`config.mk`:
```
export PLATFORM = sky130hd
export DESIGN_NAME = trig_slot_mux
export DESIGN_NICKNAME = d
export VERILOG_FILES = /design/src/rtl/trig_mux_pkg.sv /design/src/rtl/tsm_mask_capture.sv /design/src/rtl/tsm_slot_counter.sv /design/src/rtl/tsm_slot_select.sv /design/src/rtl/trig_slot_mux.sv
export SDC_FILE = /design/constraint.sdc
export NUM_CORES = 1
export LEC_CHECK = 0
export BUFFER_PORTS_ARGS = -buffer_cell sky130_fd_sc_hd__buf_4
export CAP_MARGIN = 20
export CORE_MARGIN = 3
export CORE_UTILIZATION = 25
export CTS_CLUSTER_DIAMETER = 60
export DETAILED_ROUTE_END_ITERATION = 10
export GPL_ROUTABILITY_DRIVEN = 0
export SLEW_MARGIN = 20
export SYNTH_ARGS = -nofsm -noshare
export SYNTH_HDL_FRONTEND = slang
export SYNTH_SLANG_ARGS = --single-unit
```
`constraint.sdc`:
```
create_clock -name clk_fast -period 3.5 [get_ports clk_fast]
set_input_delay 0.35 -clock clk_fast [delete_from_list [all_inputs] [get_ports clk_fast]]
set_output_delay 0.35 -clock clk_fast [all_outputs]
set_load 0.1 [all_outputs]
```
`src/rtl/trig_mux_pkg.sv`:
```
package trig_mux_pkg;

   // Output stage variant: combinational mux or an added flop stage.
   typedef enum int {
      OUT_COMB = 0,
      OUT_FLOP = 1
   } out_stage_e;

   // Lowest channel index carried by a given lane.
   function automatic int lane_base(input int lane, input int lane_w);
      return lane * lane_w;
   endfunction

endpackage

```
`src/rtl/tsm_mask_capture.sv`:
```
module tsm_mask_capture #(
   parameter int LANE_W  = 16,
   parameter int N_LANES = 6,
   localparam int PAT_W  = LANE_W * N_LANES
) (
   input  logic             clk,
   input  logic             rst_n,
   input  logic             stb_i,
   input  logic [PAT_W-1:0] hit_i,
   input  logic [PAT_W-1:0] en_i,
   input  logic [PAT_W-1:0] ovr_i,
   output logic [PAT_W-1:0] pat_o,
   output logic             live_o
);
   import trig_mux_pkg::*;

   logic [PAT_W-1:0] masked;

   // Mask logic, one generate slice per lane
   for (genvar g = 0; g < N_LANES; g++) begin : g_lane
      localparam int LO = lane_base(g, LANE_W);
      assign masked[LO +: LANE_W] =
         (hit_i[LO +: LANE_W] & en_i[LO +: LANE_W]) | ovr_i[LO +: LANE_W];
   end

   always_ff @(posedge clk) begin
      if (!rst_n) begin
         pat_o  <= '0;
         live_o <= 1'b0;
      end else if (stb_i) begin
         pat_o  <= masked;
         live_o <= 1'b1;
      end
   end

   p_override_r8: assert property (@(posedge clk) disable iff (!rst_n)
      stb_i |=> ((pat_o & $past(ovr_i)) == $past(ovr_i)));

   p_disabled_r8: assert property (@(posedge clk) disable iff (!rst_n)
      stb_i |=> ((pat_o & ~$past(en_i) & ~$past(ovr_i)) == '0));

   p_hold_r7: assert property (@(posedge clk) disable iff (!rst_n)
      !stb_i |=> $stable(pat_o));

endmodule

```
`src/rtl/tsm_slot_counter.sv`:
```
module tsm_slot_counter #(
   parameter int N_SLOTS = 6,
   localparam int SLOT_W = (N_SLOTS > 1) ? $clog2(N_SLOTS) : 1
) (
   input  logic              clk,
   input  logic              rst_n,
   input  logic              stb_i,
   input  logic              live_i,
   output logic [SLOT_W-1:0] slot_o
);
   localparam logic [SLOT_W-1:0] LAST = SLOT_W'(N_SLOTS - 1);

   always_ff @(posedge clk) begin
      if (!rst_n) begin
         slot_o <= '0;
      end else if (stb_i) begin
         slot_o <= '0;
      end else if (live_i) begin
         slot_o <= (slot_o == LAST) ? '0 : slot_o + 1'b1;
      end
   end

   p_range_r5: assert property (@(posedge clk) disable iff (!rst_n)
      slot_o <= LAST);

   p_wrap_r5: assert property (@(posedge clk) disable iff (!rst_n)
      (live_i && !stb_i && slot_o == LAST) |=> (slot_o == '0));

   p_step_r5: assert property (@(posedge clk) disable iff (!rst_n)
      (live_i && !stb_i && slot_o != LAST) |=> (slot_o == $past(slot_o) + 1'b1));

   p_restart_r6: assert property (@(posedge clk) disable iff (!rst_n)
      stb_i |=> (slot_o == '0));

endmodule

```
`src/rtl/tsm_slot_select.sv`:
```
module tsm_slot_select #(
   parameter int LANE_W  = 16,
   parameter int N_SLOTS = 6,
   localparam int PAT_W  = LANE_W * N_SLOTS,
   localparam int SLOT_W = (N_SLOTS > 1) ? $clog2(N_SLOTS) : 1
) (
   input  logic [PAT_W-1:0]  pat_i,
   input  logic [SLOT_W-1:0] slot_i,
   input  logic              live_i,
   output logic [LANE_W-1:0] word_o,
   output logic              align_o
);
   import trig_mux_pkg::*;

   logic [LANE_W-1:0] lane_w [N_SLOTS];

   for (genvar s = 0; s < N_SLOTS; s++) begin : g_word
      assign lane_w[s] = pat_i[lane_base(s, LANE_W) +: LANE_W];
   end

   always_comb begin
      word_o = '0;
      if (live_i) begin
         for (int s = 0; s < N_SLOTS; s++) begin
            if (slot_i == SLOT_W'(s)) word_o = lane_w[s];
         end
      end
   end

   assign align_o = live_i && (slot_i == '0);

   always_comb begin
      if (!live_i) p_idle_r1: assert (word_o == '0 && !align_o);
   end

endmodule

```
`src/rtl/trig_slot_mux.sv`:
```
module trig_slot_mux #(
   parameter int LANE_W  = 16,
   parameter int N_SLOTS = 6,
   parameter trig_mux_pkg::out_stage_e OUT_STAGE = trig_mux_pkg::OUT_COMB,
   localparam int PAT_W  = LANE_W * N_SLOTS,
   localparam int SLOT_W = (N_SLOTS > 1) ? $clog2(N_SLOTS) : 1
) (
   input  logic              clk_fast,
   input  logic              rst_n,
   input  logic              xing_stb,
   input  logic [PAT_W-1:0]  hit_pat,
   input  logic [PAT_W-1:0]  chan_en,
   input  logic [PAT_W-1:0]  chan_ovr,
   output logic [LANE_W-1:0] tx_word,
   output logic              tx_align
);
   import trig_mux_pkg::*;

   // Elaboration-time parameter checks
   if (LANE_W < 1) begin : g_bad_lane
      $error("LANE_W must be at least 1");
   end
   if (N_SLOTS < 2) begin : g_bad_slots
      $error("N_SLOTS must be at least 2");
   end

   logic [PAT_W-1:0]  pat_q;
   logic              live_q;
   logic [SLOT_W-1:0] slot_q;
   logic [LANE_W-1:0] mux_word;
   logic              mux_align;

   tsm_mask_capture #(.LANE_W(LANE_W), .N_LANES(N_SLOTS)) u_cap (
      .clk    (clk_fast),
      .rst_n  (rst_n),
      .stb_i  (xing_stb),
      .hit_i  (hit_pat),
      .en_i   (chan_en),
      .ovr_i  (chan_ovr),
      .pat_o  (pat_q),
      .live_o (live_q)
   );

   tsm_slot_counter #(.N_SLOTS(N_SLOTS)) u_cnt (
      .clk    (clk_fast),
      .rst_n  (rst_n),
      .stb_i  (xing_stb),
      .live_i (live_q),
      .slot_o (slot_q)
   );

   tsm_slot_select #(.LANE_W(LANE_W), .N_SLOTS(N_SLOTS)) u_sel (
      .pat_i   (pat_q),
      .slot_i  (slot_q),
      .live_i  (live_q),
      .word_o  (mux_word),
      .align_o (mux_align)
   );

   if (OUT_STAGE == OUT_FLOP) begin : g_flop
      always_ff @(posedge clk_fast) begin
         if (!rst_n) begin
            tx_word  <= '0;
            tx_align <= 1'b0;
         end else begin
            tx_word  <= mux_word;
            tx_align <= mux_align;
         end
      end
   end else begin : g_comb
      assign tx_word  = mux_word;
      assign tx_align = mux_align;
   end

   p_align_first_r4: assert property (@(posedge clk_fast) disable iff (!rst_n)
      mux_align |-> (slot_q == '0));

   p_first_slot_r3: assert property (@(posedge clk_fast) disable iff (!rst_n)
      xing_stb |=> (mux_word == pat_q[LANE_W-1:0]));

endmodule

```
# Word level (Yosys, flattened, before mapping)
# Index checks and enable logic that the tools add are counted.
[totals] regBits=100 in_bits=291 output_inout_bits=17 wordCells=33
[op_classes] n_addsub=1 n_eq_ne=5 muxes=8 bitwise=13 n_reduce_logical=3
[ops] op="$mux 16" count=7
[ops] op="$and 16x16->16" count=6
[ops] op="$or 16x16->16" count=6
[ops] op="$eq 3x2->1 const B" count=2
[ops] op="$eq 3x3->1 const B" count=2
[ops] op="$add 3x1->3 const B" count=1
[ops] op="$eq 3x1->1 const B" count=1
[ops] op="$logic_not 3->1" count=1
[ops] op="$mux 3" count=1
[ops] op="$reduce_or 2->1" count=1
[ops] op="$logic_and 1x1->1" count=1
[ops] op="$not 1->1" count=1

# Logic depth before layout (Yosys ltp)
[logic_depth] depth_word=8 ltp_mapped=8 depth_no_buf=5

# Modules after synthesis
# A second synthesis with hierarchy kept.
[unflattened] cells_unflattened=545 area_unflattened_um2=4623.2
[by_module_without_submodules] mod="tsm_mask_capture" n_inst=1 cells_each=417 area_per_inst_um2=3569.7 seq_area_each_um2=1941.9
[by_module_without_submodules] mod="tsm_slot_select" n_inst=1 cells_each=116 area_per_inst_um2=924.6 seq_area_each_um2=0.0
[by_module_without_submodules] mod="tsm_slot_counter" n_inst=1 cells_each=12 area_per_inst_um2=128.9 seq_area_each_um2=60.1

# Worst setup path after synthesis
# No wires, ideal clock.
[synth_timing] path_type="reg2out" startpoint="reg u_cnt.slot_o[0]" endpoint="out tx_word[10]" t_arrival_ns=3.773 slack_ns=-0.623 stages_incl_launch_ff=9 cell_sequence="dfxtp_1 -> buf_6 -> buf_6 -> and2_1 -> ha_1 -> buf_2 -> clkbuf_1 -> a221oi_1 -> a211oi_1"
[synth_between] elab_chain_len=8 word_cells_on_any_way=13
[synth_lines] element="from (decl)" line_no="tsm_slot_counter.sv:9" rtl="output logic [SLOT_W-1:0] slot_o"
[synth_lines] element="from (signal assigned)" line_no="tsm_slot_counter.sv:19" rtl="slot_o <= (slot_o == LAST) ? '0 : slot_o + 1'b1;"
[synth_lines] element="$logic_not 3->1" line_no="tsm_slot_select.sv:25" rtl="if (slot_i == SLOT_W'(s)) word_o = lane_w[s];"
[synth_lines] element="$mux 16 (5 in series)" line_no="tsm_slot_select.sv:25"
[synth_lines] element="$mux 16 *" line_no="tsm_slot_select.sv:25"
[synth_lines] element="$mux 16 *" line_no="tsm_slot_select.sv:23" rtl="if (live_i) begin"
[synth_lines] element="to (decl)" line_no="trig_slot_mux.sv:14" rtl="output logic [LANE_W-1:0] tx_word,"
# Every way passes the cells marked *; elsewhere a longest branch is shown, timed or not.

# Final worst setup path
[layout_timing] startpoint="reg u_cnt.slot_o[2]" endpoint="out tx_word[4]"
# Same word-level chain as after synthesis.

==> flow_metrics.env <==
export IMPL_setup_violations=0
export IMPL_firstDrtPassIters=4
export IMPL_post_route_period_util_pct=83.4
export IMPL_syn_to_final_growth_pct=59.5
export IMPL_syn_cell_area_um2=4750
export IMPL_hold_buffers=0
export IMPL_grt_use_met2_pct=29.8
export IMPL_cts_tree="built"
export IMPL_numPortBuffers=307
export IMPL_grt_pass1_vias=5031
export IMPL_seq_area_frac_synth_pct=42.1
export IMPL_maxSlewHeadroom_pct=40.2
export IMPL_ctsResizeCount=0
export IMPL_post_cts_buffers=0
export IMPL_slowest_delay_ps=810
export IMPL_final_max_slew_viol_count=0
export IMPL_syn_num_nets=872
export IMPL_hold_viol_final=0
export IMPL_final_cell_mix="313 x buf_4, 193 x a21oi_1, 112 x o21ai_0"
export IMPL_worstSetupEndpointType="output port"
export IMPL_path_cells="nor2b_4 > a221oi_1 > a211oi_2 > buf_4"
export IMPL_clkSlewWorstSetupHoldPaths_ps=70
export IMPL_crit_fanout=31
export IMPL_start_kind="flip-flop"
export IMPL_cts_buffers=9
export IMPL_syn_inst=580
export IMPL_totalWireLength_mm=19.1
export IMPL_fin_crit_ps=2920
export IMPL_cp_data_arrival_time_ps=2570
export IMPL_netlist_cell_type_count=31
export IMPL_chipWidth_um=144
export IMPL_p_per_area_nw_per_um2=387
export IMPL_start_util_pct=25.9
export IMPL_cts_buffer_depth=2
export IMPL_ant_nets=0
export IMPL_viasPerCell=4.93
export IMPL_htree_levels=3
export IMPL_finish_utilization_pct=41.3
export IMPL_clock_fmax_mhz=343
export IMPL_antenna_found_initial=0
export IMPL_final_area_um2=7580
export IMPL_critical_path_required_ps=3150
export IMPL_grt_busiest_layer="met2"
export IMPL_fill_cells=1920
export IMPL_worstMarginPinSlew_ps=895
export IMPL_mostFrequentLayoutCell="buf_4"
export IMPL_yosysTopAreaCellShare_pct=42.1
export IMPL_grt_max_degree=99
export IMPL_layout_drive_gt1_share_pct=42.5
export IMPL_fin_nets=1150
export IMPL_track_usage_pct=17.3
export IMPL_yosysTopAreaCell="dfxtp_1"
export IMPL_rows=49
export IMPL_dpl_cell_area_um2=7260
export IMPL_clk_latency_ps=350
export IMPL_synth_area_leaders="dfxtp_1 42%, a21oi_1 20%, o21ai_0 12%"
export IMPL_grt_ovfl_total=0
export IMPL_die_h_um=144
export IMPL_vias=5385
export IMPL_dpl_hpwl_mm=15.1
export IMPL_status="finished, final reports clean"
export IMPL_grtUsageMet1_pct=21.2
export IMPL_grt_pass1_wl_mm=27.2
export IMPL_core_um2=18300
export IMPL_hold_class="in -> reg"
export IMPL_yosysWarnings=0
export IMPL_clock_skew_ps=1.78
export IMPL_grtUsageMet3_pct=3.99
export IMPL_ys_ff_latch=100
export IMPL_fin_tns_setup_ps=0
export IMPL_slowest_stage="nor2b_4"
export IMPL_dieArea_um2=20700
export IMPL_wl_per_cell_um=17.5
export IMPL_ir_drop_uv=253
export IMPL_boundaryPins=308
export IMPL_maxCapViolations=0
export IMPL_leakage_nw=3.23
export IMPL_rsz0062_at_grt="false"
export IMPL_synth_avg_cell_area_um2=8.19
export IMPL_critPathKind="reg -> out"
export IMPL_cts_sinks=100
export IMPL_drc=0
export IMPL_root_buffer="clkbuf_16"
export IMPL_drt_initial_drc_count=213
## flip-flops by register name, indices dropped and copies added (netlist names)
register	count
u_cnt.slot_o	3
u_cap.live_o	1
u_cap.pat_o	96
## cell type report
class | count | area [µm²] | share of cell area (%)
inverters | 1 | 3.75 | 0.0495
flip-flops and latches | 100 | 2000 | 26.4
well taps | 229 | 287 | 3.78
clock inverters | 5 | 60.1 | 0.792
repair buffers | 314 | 2370 | 31.3
clock buffers | 11 | 253 | 3.33
multi-input cells | 432 | 2600 | 34.3
diodes | 1 | 2.50 | 0.0330
## worst paths after layout
path	cells after the start	slack (ps)	endpoint	start
hold reg to reg	2	530	u_cap.pat_o[68]	u_cap.pat_o[68]
setup / recovery	4	580	tx_word[4]	u_cnt.slot_o[2]
setup reg to reg	3	2040	u_cnt.slot_o[2]	u_cnt.slot_o[0]
hold / removal	3	260	u_cap.pat_o[81]	chan_ovr[81]
## per-stage QoR
stage,total power [mW],std cells,setup WS (ps),hold slack (ps)
floorplan,1.57,580,325,481
global placement,1.92,1076,1040,504
detailed placement,1.92,1076,969,510
CTS,2.97,1092,576,243
global route,3.06,1092,441,255
finish,2.93,1093,582,255
## cell usage after synthesis (all sizes together)
master / n
a311oi: 1
a221oi: 16
nand3b: 2
nand2b: 17
o21a: 1
or2b: 1
nor2: 2
nand2: 16
nor2b: 1
dfxtp: 100
or2: 16
a211oi: 16
inv: 1
ha: 1
clkbuf: 35
a21oi: 193
and2: 1
a31oi: 1
mux2: 16
nor3b: 1
xnor2: 1
mux2i: 16
buf: 12
nor4b: 1
o21ai: 112
## critical path, delay by kind of cell, from the launching register on
family                 cells  cell delay (ps)
AOI/OAI and AO/OA          2              560
buffers and inverters      1              340
DFF                        1              490
and+or+nand+nor            1              810
## layer usage
layer | share of wire [%] | wire length, µm
met1 | 41 | 7800
met3 | 8.1 | 1550
met2 | 49 | 9350
met5 | 0 | 0
met4 | 2.0 | 379
## cells by family (layout without fill, tap and decap cells)
logic type | after synthesis | in the layout | synth area share (%)
adder cells (fa/ha/maj) | 1 | 1 | 0.263
AO/OA/AOI/OAI | 340 | 340 | 38.2
multiplexers | 32 | 32 | 7.16
XOR/XNOR | 1 | 1 | 0.184
buffers and inverters | 48 | 331 | 5.00
other | 0 | 1 | 0
flip-flops | 100 | 100 | 42.1
AND/OR/NAND/NOR | 58 | 58 | 7.08
## where the power goes
part | internal [mW] | switching (mW) | total [mW]
clock network | 0.594 | 0.442 | 1.04
registers | 1.22 | 0.0564 | 1.28
logic | 0.323 | 0.290 | 0.613
total | 2.14 | 0.788 | 2.93
Note: power is estimated with default switching activity, not from simulation.
